<file path="src/rtl/updn_pkg.sv">
`timescale 1ns/1ps
package updn_pkg;
  typedef enum logic [1:0] {
    MODE_HOLD = 2'd0,
    MODE_LOAD = 2'd1,
    MODE_INC  = 2'd2,
    MODE_DEC  = 2'd3
  } mode_e;
endpackage

</file>
<file path="src/rtl/updn_ctrl.sv">
`timescale 1ns/1ps
module updn_ctrl
  import updn_pkg::*;
(
  input  logic  load_ni,
  input  logic  par_en_ni,
  input  logic  trk_en_ni,
  input  logic  dir_up_i,
  output mode_e mode_o
);
  // load wins over counting
  always_comb begin
    if (!load_ni)                     mode_o = MODE_LOAD;
    else if (par_en_ni || trk_en_ni)  mode_o = MODE_HOLD;
    else if (dir_up_i)                mode_o = MODE_INC;
    else                              mode_o = MODE_DEC;
  end
endmodule

</file>
<file path="src/rtl/updn_next.sv">
`timescale 1ns/1ps
module updn_next
  import updn_pkg::*;
#(
  parameter int unsigned WIDTH = 4
) (
  input  logic [WIDTH-1:0] q_i,
  input  logic [WIDTH-1:0] data_i,
  input  mode_e            mode_i,
  output logic [WIDTH-1:0] nxt_o
);
  localparam logic [WIDTH-1:0] Step = WIDTH'(1);

  always_comb begin
    unique case (mode_i)
      MODE_LOAD: nxt_o = data_i;
      MODE_INC:  nxt_o = q_i + Step;
      MODE_DEC:  nxt_o = q_i - Step;
      default:   nxt_o = q_i;
    endcase
  end
endmodule

</file>
<file path="src/rtl/updn_term.sv">
`timescale 1ns/1ps
module updn_term #(
  parameter int unsigned WIDTH = 4
) (
  input  logic [WIDTH-1:0] q_i,
  input  logic             dir_up_i,
  input  logic             trk_en_ni,
  output logic             carry_no
);
  logic [WIDTH-1:0] cmp;
  logic             at_term;

  // bitwise terminal match: all ones up, all zeros down
  for (genvar b = 0; b < WIDTH; b++) begin : g_cmp
    assign cmp[b] = ~(q_i[b] ^ dir_up_i);
  end

  assign at_term  = &cmp;
  assign carry_no = ~(at_term & ~trk_en_ni);
endmodule

</file>
<file path="src/rtl/updn_cnt_stage.sv">
`timescale 1ns/1ps
module updn_cnt_stage
  import updn_pkg::*;
#(
  parameter int unsigned WIDTH = 4
) (
  input  logic             clk_i,
  input  logic             rst_ni,
  input  logic             load_ni,
  input  logic [WIDTH-1:0] data_i,
  input  logic             dir_up_i,
  input  logic             par_en_ni,
  input  logic             trk_en_ni,
  output logic [WIDTH-1:0] q_o,
  output logic             carry_no
);
  mode_e            mode;
  logic [WIDTH-1:0] cnt_q;
  logic [WIDTH-1:0] cnt_d;

  updn_ctrl i_ctrl (
    .load_ni   (load_ni),
    .par_en_ni (par_en_ni),
    .trk_en_ni (trk_en_ni),
    .dir_up_i  (dir_up_i),
    .mode_o    (mode)
  );

  updn_next #(.WIDTH(WIDTH)) i_next (
    .q_i    (cnt_q),
    .data_i (data_i),
    .mode_i (mode),
    .nxt_o  (cnt_d)
  );

  always_ff @(posedge clk_i or negedge rst_ni) begin
    if (!rst_ni) cnt_q <= '0;
    else         cnt_q <= cnt_d;
  end

  updn_term #(.WIDTH(WIDTH)) i_term (
    .q_i       (cnt_q),
    .dir_up_i  (dir_up_i),
    .trk_en_ni (trk_en_ni),
    .carry_no  (carry_no)
  );

  assign q_o = cnt_q;
endmodule

</file>
<file path="config.mk">
export PLATFORM = sky130hd
export DESIGN_NAME = updn_cnt_stage
export DESIGN_NICKNAME = d
export VERILOG_FILES = /design/src/rtl/updn_pkg.sv /design/src/rtl/updn_ctrl.sv /design/src/rtl/updn_next.sv /design/src/rtl/updn_term.sv /design/src/rtl/updn_cnt_stage.sv
export SDC_FILE = /design/constraint.sdc
export NUM_CORES = 1
export LEC_CHECK = 0
export BUFFER_PORTS_ARGS = -buffer_cell sky130_fd_sc_hd__buf_4
export CORE_AREA = 8 8 45 47
export DETAILED_ROUTE_END_ITERATION = 10
export DIE_AREA = 0 0 53 55
export GPL_ROUTABILITY_DRIVEN = 0
export HOLD_SLACK_MARGIN = 0.03
export SLEW_MARGIN = 15
export SYNTH_ARGS = -nofsm -noshare
export SYNTH_HDL_FRONTEND = slang
export SYNTH_SLANG_ARGS = --single-unit
</file>
<file path="constraint.sdc">
create_clock -name clk_i -period 1.9 [get_ports clk_i]
set_input_delay 0.38 -clock clk_i [delete_from_list [all_inputs] [get_ports clk_i]]
set_output_delay 0.38 -clock clk_i [all_outputs]
set_load 0.005 [all_outputs]
</file>
==> results of run 1 <==
synthesized netlist by cell type, drive strengths merged:
library cell / number / area share
nand3: 1 / 0.017
ha: 1 / 0.041
inv: 2 / 0.025
nand3b: 1 / 0.025
and2: 1 / 0.021
clkbuf: 1 / 0.012
nor2: 3 / 0.037
or2: 1 / 0.021
a2111oi: 1 / 0.050
mux2i: 2 / 0.066
dfrtp: 4 / 0.33
nand2b: 1 / 0.021
a2bb2oi: 2 / 0.058
xnor2: 1 / 0.029
nor3: 2 / 0.033
a21oi: 2 / 0.033
nand2: 2 / 0.025
o2111ai: 1 / 0.029
nand4: 2 / 0.041
or3: 1 / 0.021
or4: 1 / 0.037
xor2: 1 / 0.029
power breakdown:
part	switching, W	leakage [nW]	internal [W]
Sequential	0.0000128	0.0445	0.0000987
Clock	0.0000310	0.0138	0.0000704
Combinational	0.0000504	0.176	0.0000715
critical path, cell delays in order, from the launching register on:
cell and delay [ns]:
dfrtp_2 0.41, or4_4 0.50, mux2i_1 0.14, nand2b_1 0.07, buf_4 0.13
layer usage:
metal | vias up | GRT usage | wire length (um)
met5 | - | 0 | 0
met4 | 0 | 0.0517 | 0
met3 | 0 | 0.0348 | 49
met2 | 10 | 0.119 | 454
met1 | 151 | 0.0718 | 385
li1 | 174 | - | -
timing repair:
| item | in CTS | in global routing |
|---|---|---|
| pin swaps | 0 | 1 |
| resized for setup | 0 | 1 |
| hold endpoints to repair | 4 | 0 |
| hold buffers | 1 | 0 |
| setup endpoints to repair | 1 | 1 |
| setup buffers | 1 | 1 |
worst paths after layout:
path	from	to	slack [ns]	cells past startpoint
max in group asynchronous	rst_ni	q_o[0]$_DFFE_PN0P_	1.31	2
setup / recovery	q_o[0]$_DFFE_PN0P_	carry_no	0.04	4
hold reg to reg	q_o[0]$_DFFE_PN0P_	q_o[0]$_DFFE_PN0P_	0.59	2
min in group asynchronous	rst_ni	q_o[1]$_DFFE_PN0P_	0.48	2
hold / removal	data_i[2]	q_o[2]$_DFFE_PN0P_	0.39	3
setup reg to reg	q_o[1]$_DFFE_PN0P_	q_o[2]$_DFFE_PN0P_	0.34	6
cell families after synthesis:
| kind of cell | after synthesis | share of synthesized area |
|---|---|---|
| simple gates | 16 | 0.298 |
| compound gates | 6 | 0.169 |
| flops | 4 | 0.331 |
| buf+inv | 3 | 0.0372 |
| xor+xnor | 2 | 0.0579 |
| mux | 2 | 0.0661 |
| fa+ha+maj | 1 | 0.0413 |
stage by stage:
step	util	hold slack (ns)	instances	cell area [um2]
after global placement	0.328	0.180	67	454
after CTS	0.357	0.384	72	494
after detailed placement	0.328	0.181	67	454
after floorplan	-	0.0844	34	303
after global routing	0.363	0.392	73	503
final	0.363	0.395	73	503
area by class of cell:
type / instances / area, um2
clock buffer: 3 / 22.5
sequential: 4 / 101
multi-input combinational: 27 / 191
timing repair buffer: 21 / 160
tap: 16 / 20.0
fill: 149 / 881
inverter: 2 / 7.51
==> out/metrics.yaml, run 1 <==
cts:
  numCtsBuffers: 3
  htreeDepth: 1
  cts_buffer_depth: 2
  clock_latency_ns: 0.23
  cts_tree: "built"
  cts_num_sinks: 4
  root_buffer: "clkbuf_4"
  clkTransAtPathRegs_ns: 0.04
floorplan:
  die_w_um: 53
  core_um2: 1380
  die_y_um: 55
  std_cell_rows: 14
  fp.dieArea_um2: 2920
  start_util: 0.219
  io_pins: 15
placed_design:
  portBuffers: 14
  hpwl_um: 684
  post-place-ws_ns: -0.109
sta:
  rsz0062_at_grt: "true"
  max_freq_mhz: 537
  maxSlewViolCount: 0
  fin_crit_ns: 1.86
  clock_skew_ns: 0.0000807
  relSlewSlack: 0.682
  fin_crit_sh: 0.980
  setup_violations: 0
  hold_viol: 0
  tightestPinTransition_ns: 0.476
  timing.setup.tns_ns: 0
  fin_ws_ns: 0.0379
power_and_ir_drop:
  ir_drop_v: 0.000346
  power_leakage_nw: 0.234
  p_total_w: 0.000335
  powerDensity_nw_per_um2: 665
synthesis:
  yosys_warnings: 0
  netlist_instances: 34
  ys_seq_area_frac: 0.331
  ys_types: 22
  netlist_area_um2: 303
  syn_avg_cell_area_um2: 8.91
  synth_seq_cells: 4
  synthesis.nets: 45
grt:
  antenna_found_initial: 0
  grt_pass1_vias: 367
  overflow: 0
  grt_start_max_net_pins: 9
  grt_pass1_wl_um: 1570
  grtUsageTotal: 0.0728
drt:
  vias: 335
  routed_via_density: 4.59
  dr.pass1.iters: 2
  dr.first_iter.drc_count: 2
  wl_per_cell_um: 12.2
  postRouteAntennaNets: 0
  routed_wl_um: 889
  drc: 0
critical_path:
  cp-end-kind: "primary output"
  cp-start-kind: "register"
  crit_fanout: 3
  worstPathArrival_ns: 1.48
  worstSetupPathType: "register to primary output"
  required_ns: 1.52
worst_hold_path:
  hold_path.class: "input port to register"
cells_and_area:
  area_delta_synth_final_pct: 66.1
  final_common_cell: "buf_4"
  largest_reg_flops: 4
  drive_gt1_frac: 0.474
  final_net_count: 70
  mostFrequentLayoutCells: "buf_4, nor2_1, clkbuf_4, dfrtp_1"
  num_antenna_cells: 0
job:
  cap_viol_max_count: 0
status:
  status: "finished clean"
Power figures use the tool's default switching activity.
==> run 2, diff against run 1 <==
- clock period: 1.9 -> 2.1 ns (I/O delays scaled with it)
==> run 2 against run 1 <==
Net effect:
- worst setup slack gained 0.075 ns
- power decreased by 15%
- first-iteration DRC count is the same
- die area unchanged
- global-route usage is 0.87 points lower
- clock power decreased by 9.8%
- critical endpoint unchanged
- largest power group is now registers
- highest routed layer is now met4
==> out/metrics.yaml, run 2 (synthesis results as in run 1) <==
status:
  status: "finished clean"
sta:
  setup_violations: 0
  clock_skew_ns: 0.00210
  relSlewSlack: 0.693
  max_freq_mhz: 503
  fin_crit_ns: 1.99
  tightestPinTransition_ns: 0.459
  timing.setup.tns_ns: 0
  maxSlewViolCount: 0
  hold_viol: 0
  fin_crit_sh: 0.946
  rsz0062_at_grt: "false"
critical_path:
  crit_fanout: 6
  cp-start-kind: "register"
  worstSetupPathType: "register to primary output"
  rrSetupSlack_ns: 0.56
  required_ns: 1.68
  worstPathArrival_ns: 1.57
  cp-end-kind: "primary output"
power_and_ir_drop:
  powerDensity_nw_per_um2: 621
  combPwrFrac: 0.302
  p_sw_w: 0.0000799
  p_int_w: 0.000204
  ir_drop_v: 0.000365
  seqPwrFrac: 0.376
  clock_power_share: 0.321
  p_sw_frac: 0.282
  power_leakage_nw: 0.207
floorplan:
  die_y_um: 55
  fp.dieArea_um2: 2920
  die_w_um: 53
  std_cell_rows: 14
  io_pins: 15
  start_util: 0.219
  core_um2: 1380
cts:
  numCtsBuffers: 3
  clock_latency_ns: 0.23
  htreeDepth: 1
  cts-resized-gates: 0
  root_buffer: "clkbuf_4"
  cts_buffer_depth: 2
  cts_num_sinks: 4
  cts_tree: "built"
  clkTransAtPathRegs_ns: 0.03
cells_and_area:
  area_delta_synth_final_pct: 50.8
  largest_reg_flops: 4
  fill_cells: 166
  seqCellArea_um2: 100
  final_common_cell: "buf_4"
  num_antenna_cells: 0
  postLayoutCellArea_um2: 457
  final_net_count: 64
  multi_input_area_um2: 191
  fin_cells: 67
  mostFrequentLayoutCells: "buf_4, dfrtp_1, nor2_1, clkbuf_4"
  drive_gt1_frac: 0.392
job:
  cap_viol_max_count: 0
grt:
  grt_pass1_vias: 332
  grtUsageTotal: 0.0641
  overflow: 0
  grt_pass1_wl_um: 1390
  grt_start_max_net_pins: 10
  antenna_found_initial: 0
drt:
  vias: 318
  postRouteAntennaNets: 0
  dr.first_iter.drc_count: 2
  drc: 0
  wl_per_cell_um: 11.3
  dr.pass1.iters: 4
  routed_via_density: 4.75
  routed_wl_um: 759
placed_design:
  portBuffers: 14
  place_inst: 63
  hpwl_um: 634
  dpl_cell_area_um2: 424
worst_hold_path:
  hold_path.class: "input port to register"
==> run 2: cell types whose count changed in the layout (fill, tap and decap cells not counted), sizes merged <==
cell	before	now
buf	20	14
==> run 2: power by group through the flow <==
stage / logic (W) / registers, W / clock network [W]
6_report: 0.0000857 / 0.000107 / 0.0000911
4_1_cts: 0.0000879 / 0.000107 / 0.0000966
3_5_place_dp: 0.0000859 / 0.000108 / 0
5_1_grt: 0.0000974 / 0.000110 / 0.000104
2_1_floorplan: 0.0000433 / 0.000105 / 0
3_3_place_gp: 0.0000853 / 0.000107 / 0
==> run 2: critical path, stage by stage, from the launching register on <==
cell and delay, ns:
dfrtp_1 0.44, or4_4 0.56, mux2i_1 0.15, nand2b_1 0.07
buf_4 0.13
==> run 2: final cells by class <==
cell class,count,share of cell area
Clock buffer,3,0.0493
Inverter,2,0.0164
Timing Repair Buffer,15,0.252
Tap cell,16,0.0438
Multi-Input combinational cell,27,0.419
Sequential cell,4,0.219
==> run 2: layer usage <==
| layer | vias up | global-route usage | share of wire |
|---|---|---|---|
| met4 | 0 | 0.0517 | 0.025 |
| li1 | 159 | - | - |
| met3 | 2 | 0.0214 | 0.043 |
| met5 | - | 0 | 0 |
| met1 | 147 | 0.0766 | 0.46 |
| met2 | 10 | 0.0918 | 0.47 |
==> run 2: what timing repair did <==
item,CTS,global route
hold buffers,1,0
buffers inserted,0,0
endpoints found under the hold margin,4,0
==> run 2: stage by stage <==
step | worst slack, ns | util | total power [W] | hold slack (ns)
floorplan | 0.192 | - | 0.000149 | 0.124
global placement | 0.123 | 0.307 | 0.000192 | 0.220
detailed placement | 0.109 | 0.307 | 0.000193 | 0.219
CTS | 0.0959 | 0.330 | 0.000291 | 0.432
global route | 0.00579 | 0.330 | 0.000312 | 0.428
finish | 0.113 | 0.330 | 0.000284 | 0.433
==> run 2: worst paths after layout <==
path / cells past startpoint / from / to
max: 4 / q_o[1]$_DFFE_PN0P_ / carry_no
min: 2 / load_ni / q_o[0]$_DFFE_PN0P_
max reg2reg: 3 / q_o[1]$_DFFE_PN0P_ / q_o[3]$_DFFE_PN0P_
min reg2reg: 2 / q_o[0]$_DFFE_PN0P_ / q_o[0]$_DFFE_PN0P_
max in group asynchronous: 2 / rst_ni / q_o[2]$_DFFE_PN0P_
min in group asynchronous: 2 / rst_ni / q_o[0]$_DFFE_PN0P_
